===== src/rtl/pm_pkg.sv =====
package pm_pkg;
   typedef enum logic [1:0] {
      PM_RUN   = 2'd0,
      PM_IDLE  = 2'd1,
      PM_SLEEP = 2'd2
   } pm_state_e;

   localparam logic [1:0] SEL_PRI = 2'b00;
   localparam logic [1:0] SEL_SEC = 2'b01;
endpackage


===== src/rtl/pm_fsm.sv =====
module pm_fsm
   import pm_pkg::*;
#(
   parameter int NUM_IRQ = 4
) (
   input  logic               clk,
   input  logic               rst_n,
   input  logic               sleep_strobe,
   input  logic               idle_en,
   input  logic [NUM_IRQ-1:0] irq_flags,
   input  logic [NUM_IRQ-1:0] irq_enables,
   input  logic               gie,
   input  logic               wdt_timeout,
   output pm_state_e          state,
   output logic               enter_sleep,
   output logic               enter_idle,
   output logic               wake_pulse,
   output logic               wake_vector,
   output logic               wdt_flag
);
   generate
      if (NUM_IRQ < 1) begin : g_bad_irq
         $error("pm_fsm: NUM_IRQ must be at least 1");
      end
   endgenerate

   logic [NUM_IRQ-1:0] armed;
   genvar g;
   generate
      for (g = 0; g < NUM_IRQ; g++) begin : g_arm
         assign armed[g] = irq_flags[g] & irq_enables[g];
      end
   endgenerate

   logic irq_wake, low_power, wake_any;
   pm_state_e state_nx;

   assign irq_wake    = |armed;
   assign low_power   = (state != PM_RUN);
   assign wake_any    = irq_wake | wdt_timeout;
   assign enter_sleep = (state == PM_RUN) && sleep_strobe && !idle_en;
   assign enter_idle  = (state == PM_RUN) && sleep_strobe && idle_en;

   always_comb begin
      state_nx = state;
      if (enter_sleep)             state_nx = PM_SLEEP;
      else if (enter_idle)         state_nx = PM_IDLE;
      else if (low_power && wake_any) state_nx = PM_RUN;
   end

   always_ff @(posedge clk or negedge rst_n) begin
      if (!rst_n) begin
         state       <= PM_RUN;
         wake_pulse  <= 1'b0;
         wake_vector <= 1'b0;
         wdt_flag    <= 1'b0;
      end else begin
         state       <= state_nx;
         wake_pulse  <= low_power && wake_any;
         wake_vector <= low_power && irq_wake && gie;
         wdt_flag    <= wdt_flag | (low_power && wdt_timeout);
      end
   end

   AST_HALT_ON_STROBE: assert property (@(posedge clk) disable iff (!rst_n)
      ((state == PM_RUN) && sleep_strobe) |=> (state != PM_RUN));
   AST_MASKED_STAYS: assert property (@(posedge clk) disable iff (!rst_n)
      (low_power && !irq_wake && !wdt_timeout) |=> (state != PM_RUN) && !wake_pulse);
   AST_NO_VEC_NO_GIE: assert property (@(posedge clk) disable iff (!rst_n)
      (low_power && !gie) |=> !wake_vector);
   AST_WDT_NO_VECTOR: assert property (@(posedge clk) disable iff (!rst_n)
      (low_power && wdt_timeout && !irq_wake) |=> wake_pulse && !wake_vector && wdt_flag);
endmodule


===== src/rtl/pm_clkgate.sv =====
module pm_clkgate
   import pm_pkg::*;
(
   input  logic       clk,
   input  logic       rst_n,
   input  pm_state_e  state,
   input  logic       sleep_strobe,
   input  logic [1:0] clk_sel,
   input  logic       wdt_enabled,
   input  logic       tmr_osc_en,
   output logic [1:0] sel_q,
   output logic       en_pri,
   output logic       en_int,
   output logic       en_lf,
   output logic       en_sec
);
   always_ff @(posedge clk or negedge rst_n) begin
      if (!rst_n)                                  sel_q <= SEL_PRI;
      else if ((state == PM_RUN) && !sleep_strobe) sel_q <= clk_sel;
   end

   logic gated;
   assign gated  = (state == PM_SLEEP);
   assign en_pri = !gated && (sel_q == SEL_PRI);
   assign en_int = !gated && sel_q[1];
   assign en_lf  = wdt_enabled;
   assign en_sec = tmr_osc_en;

   AST_IDLE_SEL_HELD: assert property (@(posedge clk) disable iff (!rst_n)
      (state != PM_RUN) |=> $stable(sel_q));
endmodule


===== src/rtl/pm_status.sv =====
module pm_status
   import pm_pkg::*;
#(
   parameter int OST_CYCLES = 1024
) (
   input  logic       clk,
   input  logic       rst_n,
   input  pm_state_e  state,
   input  logic       enter_sleep,
   input  logic       enter_idle,
   input  logic       en_pri,
   input  logic       en_int,
   input  logic [1:0] sel_q,
   input  logic       tmr_osc_en,
   output logic       pri_ok,
   output logic       int_ok,
   output logic       sec_run
);
   localparam int CNT_W = (OST_CYCLES > 2) ? $clog2(OST_CYCLES) : 1;
   localparam logic [CNT_W-1:0] CNT_LAST = CNT_W'(OST_CYCLES - 1);

   generate
      if (OST_CYCLES < 2) begin : g_bad_ost
         $error("pm_status: OST_CYCLES must be at least 2");
      end
   endgenerate

   logic [CNT_W-1:0] ost_cnt;
   logic             updating;
   assign updating = (state == PM_RUN) && !enter_idle;

   always_ff @(posedge clk or negedge rst_n) begin
      if (!rst_n) begin
         pri_ok  <= 1'b0;
         int_ok  <= 1'b0;
         sec_run <= 1'b0;
         ost_cnt <= '0;
      end else if (enter_sleep) begin
         pri_ok  <= 1'b0;
         int_ok  <= 1'b0;
         sec_run <= 1'b0;
         ost_cnt <= '0;
      end else if (updating) begin
         if (!en_pri) begin
            pri_ok  <= 1'b0;
            ost_cnt <= '0;
         end else if (!pri_ok) begin
            if (ost_cnt == CNT_LAST) begin
               pri_ok  <= 1'b1;
               ost_cnt <= '0;
            end else begin
               ost_cnt <= ost_cnt + 1'b1;
            end
         end
         int_ok  <= en_int;
         sec_run <= (sel_q == SEL_SEC) && tmr_osc_en;
      end
   end

   AST_IDLE_STATUS_HOLD: assert property (@(posedge clk) disable iff (!rst_n)
      (enter_idle || state == PM_IDLE) |=> $stable({pri_ok, int_ok, sec_run}));
   AST_SLEEP_CLEARS: assert property (@(posedge clk) disable iff (!rst_n)
      enter_sleep |=> !pri_ok && !int_ok && !sec_run);
   AST_PRI_NEEDS_CLOCK: assert property (@(posedge clk) disable iff (!rst_n)
      (state == PM_RUN && !en_pri) |=> !pri_ok);
endmodule


===== src/rtl/pm_sequencer.sv =====
module pm_sequencer
   import pm_pkg::*;
#(
   parameter int NUM_IRQ    = 4,
   parameter int OST_CYCLES = 1024
) (
   input  logic               clk,
   input  logic               rst_n,
   input  logic               sleep_strobe,
   input  logic               idle_en,
   input  logic [1:0]         clk_sel,
   input  logic [NUM_IRQ-1:0] irq_flags,
   input  logic [NUM_IRQ-1:0] irq_enables,
   input  logic               gie,
   input  logic               wdt_enabled,
   input  logic               wdt_timeout,
   input  logic               tmr_osc_en,
   output logic               cpu_halt,
   output logic               clk_en_primary,
   output logic               clk_en_intblk,
   output logic               clk_en_lfint,
   output logic               clk_en_secosc,
   output logic               stat_pri_stable,
   output logic               stat_int_stable,
   output logic               stat_sec_run,
   output logic               wake_pulse,
   output logic               wake_vector,
   output logic               wdt_wake_flag
);
   pm_state_e  state;
   logic       enter_sleep, enter_idle;
   logic [1:0] sel_q;

   pm_fsm #(.NUM_IRQ(NUM_IRQ)) u_fsm (
      .clk(clk), .rst_n(rst_n), .sleep_strobe(sleep_strobe), .idle_en(idle_en),
      .irq_flags(irq_flags), .irq_enables(irq_enables), .gie(gie),
      .wdt_timeout(wdt_timeout), .state(state), .enter_sleep(enter_sleep),
      .enter_idle(enter_idle), .wake_pulse(wake_pulse), .wake_vector(wake_vector),
      .wdt_flag(wdt_wake_flag)
   );

   pm_clkgate u_gate (
      .clk(clk), .rst_n(rst_n), .state(state), .sleep_strobe(sleep_strobe),
      .clk_sel(clk_sel), .wdt_enabled(wdt_enabled), .tmr_osc_en(tmr_osc_en),
      .sel_q(sel_q), .en_pri(clk_en_primary), .en_int(clk_en_intblk),
      .en_lf(clk_en_lfint), .en_sec(clk_en_secosc)
   );

   pm_status #(.OST_CYCLES(OST_CYCLES)) u_stat (
      .clk(clk), .rst_n(rst_n), .state(state), .enter_sleep(enter_sleep),
      .enter_idle(enter_idle), .en_pri(clk_en_primary), .en_int(clk_en_intblk),
      .sel_q(sel_q), .tmr_osc_en(tmr_osc_en), .pri_ok(stat_pri_stable),
      .int_ok(stat_int_stable), .sec_run(stat_sec_run)
   );

   assign cpu_halt = (state != PM_RUN);

   AST_SLEEP_GATES_FAST: assert property (@(posedge clk) disable iff (!rst_n)
      (state == PM_SLEEP) |-> !clk_en_primary && !clk_en_intblk);
   AST_WAKE_RELEASES: assert property (@(posedge clk) disable iff (!rst_n)
      wake_pulse |-> !cpu_halt);
endmodule


===== config.mk =====
export PLATFORM = sky130hd
export DESIGN_NAME = pm_sequencer
export DESIGN_NICKNAME = d
export VERILOG_FILES = /design/src/rtl/pm_pkg.sv /design/src/rtl/pm_fsm.sv /design/src/rtl/pm_clkgate.sv /design/src/rtl/pm_status.sv /design/src/rtl/pm_sequencer.sv
export SDC_FILE = /design/constraint.sdc
export NUM_CORES = 1
export LEC_CHECK = 0
export ABC_AREA = 1
export CAP_MARGIN = 20
export CORE_UTILIZATION = 51
export CTS_CLUSTER_DIAMETER = 30
export DETAILED_ROUTE_END_ITERATION = 10
export GPL_TIMING_DRIVEN = 1
export PLACE_DENSITY = 0.84
export SYNTH_ARGS = -nofsm -noshare
export SYNTH_HDL_FRONTEND = slang
export SYNTH_SLANG_ARGS = --single-unit

===== constraint.sdc =====
create_clock -name clk -period 3.4 [get_ports clk]
set_input_delay 0.68 -clock clk [delete_from_list [all_inputs] [get_ports clk]]
set_output_delay 0.68 -clock clk [all_outputs]
set_load 0.02 [all_outputs]

Word-level counts from Yosys, hierarchy flattened

Index checks and enable logic that the tools add are counted.

Eq/ne operators: 4
Add/sub/neg operators: 1
Reductions and logical operators: 23
Muxes and demuxes: 17
Bitwise gates (word level): 6

Operators with widths:

| kind                    | count |
|---|---|
| $mux W10                | 5 |
| $logic_and A1 B1 Y1     | 12 |
| $add A10 B1 Y10 const B | 1 |
| $eq A10 B10 Y1 const B  | 1 |
| $mux W1                 | 9 |
| $mux W2                 | 3 |
| $and A1 B1 Y1           | 4 |
| $logic_not A1 Y1        | 4 |
| $logic_not A2 Y1        | 2 |
| $reduce_bool A2 Y1      | 2 |
| $reduce_or A4 Y1        | 1 |
| $ne A3 B3 Y1 const B    | 1 |
| $reduce_bool A3 Y1      | 1 |
| $eq A2 B1 Y1 const B    | 1 |
| $eq A2 B2 Y1 const B    | 1 |
| $or A1 B1 Y1            | 2 |
| $reduce_and A2 Y1       | 1 |

Register bits: 20
Bits of input ports: 18
Output and inout bits: 11

Logic depth before layout (Yosys ltp)

Word-level depth: 7
Gate-level depth with buffers: 10
Gate-level depth less buffers: 10

Hierarchy

A second synthesis with hierarchy kept.

Cells, all modules: 156
Area, all modules: 1166.1 um2

By module, submodules not included:

| module       | cells an instance | instances | area each (um2) | sequential area each (um2) |
|---|---|---|---|---|
| pm_status    | 107               | 1         | 782.0           | 325.3 |
| pm_fsm       | 30                | 1         | 246.5           | 125.1 |
| pm_clkgate   | 16                | 1         | 126.4           | 50.0 |
| pm_sequencer | 3                 | 1         | 11.3            | 0.0 |

Worst setup path before layout

Ideal clock, no wire load.

Path kind: input to output
Start point: in wdt_enabled
End point: out clk_en_lfint
Data required time: 2720 ps
Slack: 1906 ps
Cell stages on the path: 1
Data arrival time: 814 ps
Cells stage by stage: buf_4

RTL lines:

| item        | RTL line           | source |
|---|---|---|
| from (decl) | pm_sequencer.sv:15 | `input logic wdt_enabled,` |
| to (decl)   | pm_sequencer.sv:21 | `output logic clk_en_lfint,` |

No word-level cell between the ends.

Worst setup path after layout

Start point: in tmr_osc_en
End point: out clk_en_secosc

RTL lines:

| item        | RTL line           | source |
|---|---|---|
| from (decl) | pm_sequencer.sv:17 | `input logic tmr_osc_en,` |
| to (decl)   | pm_sequencer.sv:22 | `output logic clk_en_secosc,` |

No word-level cell between the ends.

==> impl_metrics.tcl <==
set metrics [dict create \
    status "completed" \
    start_util 0.5512 \
    fin_crit_sh 0.7170 \
    peakVddDrop_mv 0.4445 \
    layout_common_cells "nand2_1, clkdlybuf4s50_1, inv_1, dfrtp_1, nor2_1" \
    port_buffers 26 \
    path_clk_slew_ns 0.11 \
    cpMostUsedCell "clkdlybuf4s50_1" \
    clock_sinks 20 \
    finalSetupViolations 0 \
    cts-hold-fix-buffers 0 \
    antenna_found_initial 0 \
    cts_tree "done" \
    grt_pass1_wl_mm 3.898 \
    worstPathRequired_ns 2.72 \
    synth_top_area_share 0.4535 \
    ant_nets 0 \
    synth_cell_types 24 \
    rows 16 \
    post_cts_buffers 0 \
    fin_crit_ns 2.438 \
    cp.arrival_ns 1.76 \
    core_um2 2002 \
    cts_buffers 3 \
    setup_tns_ns 0 \
    drv_cap 0 \
    syn-num-nets 158 \
    wire_per_inst_um 10.97 \
    clk_latency_ns 0.30 \
    path_buf_inv 2 \
    endpoint_kind "primary output" \
    cts_max_level 1 \
    criticalPathCategory "primary input to primary output" \
    seqCellArea_um2 500.5 \
    drive_gt1_frac 0.1084 \
    power_uw 858.7 \
    cts_root_buf "clkbuf_4" \
    relSlewSlack 0.4240 \
    die_w_um 48.52 \
    synth.area.top_cells "dfrtp_1, nand2_1, inv_1" \
    cp_slowest_stage_delay_ns 0.60 \
    firstDrtPassIters 4 \
    gp_congestion 0.8446 \
    grt_pass1_vias 954 \
    worst-path-max-fanout 2 \
    yosys_warnings 0 \
    fillers 156 \
    vias 967 \
    synth.ff_latch_count 20 \
    hold_ws_ns 0.4725 \
    cp_top_family "buffers and inverters" \
    rsz0062_at_grt "no" \
    grt_overflow 0 \
    hpwl_mm 1.638 \
    syn_inst 139 \
    wirelength_mm 2.118 \
    via_per_inst 5.010 \
    nNetsFinal 187 \
    critPathSlowestCell "clkdlybuf4s50_1" \
    max_freq_mhz 410.2 \
    area_growth_pct 27.32 \
    drtIter0Drc 23 \
    clk_path_buf_depth 2 \
    synth_top_cell_by_area "dfrtp_1" \
    pin_count 29 \
    ys_seq_area_frac 0.4535 \
    finalMaxSlewViolations 0 \
    multi_input_area_um2 509.2 \
    cts.repair.resized 0 \
    crit_chain "clkdlybuf4s50_1, clkdlybuf4s50_1" \
    skew_ns 0.001312 \
    postSynthAreaPerCell_um2 7.939 \
    grt_max_degree 21 \
    grt_use_total 0.2114 \
    worst_pin_slew_ns 0.8613 \
    die_h_um 48.52 \
    synth_area_um2 1104 \
    final_hold_viol_count 0 \
    n_antenna_cell 0 \
    leakagePower_uw 0.0006406 \
    hp-class "register to register" \
    mostFrequentLayoutCell "nand2_1" \
    die_area_um2 2354 \
    p_per_area_nw_per_um2 611.1 \
    cp-start-kind "primary input" \
    drc_errors 0 \
]
==> sequential cells by signal, summed over array words and instances, names as in the netlist <==
register / count
u_fsm.wdt_flag: 1
u_stat.ost_cnt: 10
u_stat.pri_ok: 1
u_fsm.state: 2
u_stat.int_ok: 1
u_fsm.wake_pulse: 1
u_gate.sel_q: 2
u_stat.sec_run: 1
u_fsm.wake_vector: 1
==> synthesized netlist by cell type <==
| library cell | instances |
|---|---|
| nand2_1 | 35 |
| inv_1 | 21 |
| dfrtp_1 | 20 |
| nor2_1 | 13 |
| nand3_1 | 8 |
| o21ai_0 | 7 |
| nand4_1 | 5 |
| a21oi_1 | 4 |
| nand2_2 | 4 |
| nand2_4 | 3 |
| nor2_2 | 3 |
| buf_4 | 2 |
| nor2_4 | 2 |
| o21bai_1 | 2 |
| a31oi_1 | 1 |
| ha_1 | 1 |
| nand3_2 | 1 |
| nand3_4 | 1 |
| nand3b_1 | 1 |
| o2111ai_1 | 1 |
| o21ai_1 | 1 |
| o31ai_1 | 1 |
| or2_0 | 1 |
| or2_2 | 1 |
==> routing by layer <==
| metal | vias up | global-route usage | wire, um |
|---|---|---|---|
| met5 | - | 0 | 0 |
| li1 | 501 | - | - |
| met3 | 3 | 0.03145 | 55 |
| met1 | 451 | 0.2786 | 982 |
| met4 | 0 | 0.08333 | 24 |
| met2 | 12 | 0.3521 | 1056 |
==> final cells by class <==
class                   count  share of cell area
inverters                  21             0.05610
well taps                  27             0.02404
repair buffers             26              0.1852
flip-flops and latches     20              0.3562
clock buffers               3             0.01603
multi-input cells          96              0.3624
==> per-stage QoR <==
| stage | setup slack [ns] | cells | instance area, um^2 | util |
|---|---|---|---|---|
| 5_1_grt | 0.9099 | 193 | 1405 | 0.7019 |
| 6_report | 0.9623 | 193 | 1405 | 0.7019 |
| 3_5_place_dp | 0.9626 | 190 | 1383 | 0.6906 |
| 2_1_floorplan | 1.906 | 139 | 1104 | - |
| 4_1_cts | 0.9626 | 193 | 1405 | 0.7019 |
| 3_3_place_gp | 0.9655 | 190 | 1383 | 0.6906 |
==> power breakdown <==
part	switching, uW	internal (uW)
logic	264	166
registers	30.0	285
clock network	72.6	41.4
==> worst paths after layout <==
| path | slack (ns) | depth (start not counted) | end | start |
|---|---|---|---|---|
| hold reg to reg | 0.47 | 2 | u_fsm.wdt_flag$_DFF_PN0_ | u_fsm.wdt_flag$_DFF_PN0_ |
| setup reg to reg | 1.80 | 10 | u_stat.ost_cnt[3]$_DFFE_PN0P_ | u_stat.ost_cnt[0]$_DFFE_PN0P_ |
| min in group asynchronous | 0.85 | 1 | u_stat.ost_cnt[6]$_DFFE_PN0P_ | rst_n |
| hold / removal | 0.47 | 2 | u_fsm.wdt_flag$_DFF_PN0_ | u_fsm.wdt_flag$_DFF_PN0_ |
| setup / recovery | 0.96 | 2 | clk_en_secosc | tmr_osc_en |
| max in group asynchronous | 2.02 | 1 | u_gate.sel_q[0]$_DFFE_PN0P_ | rst_n |
==> cell families after synthesis <==
logic type,share of synthesized area
fa+ha+maj,0.01134
buf+inv,0.08503
simple gates,0.3617
compound gates,0.08843
flops,0.4535
Power figures use the tool's default switching activity.
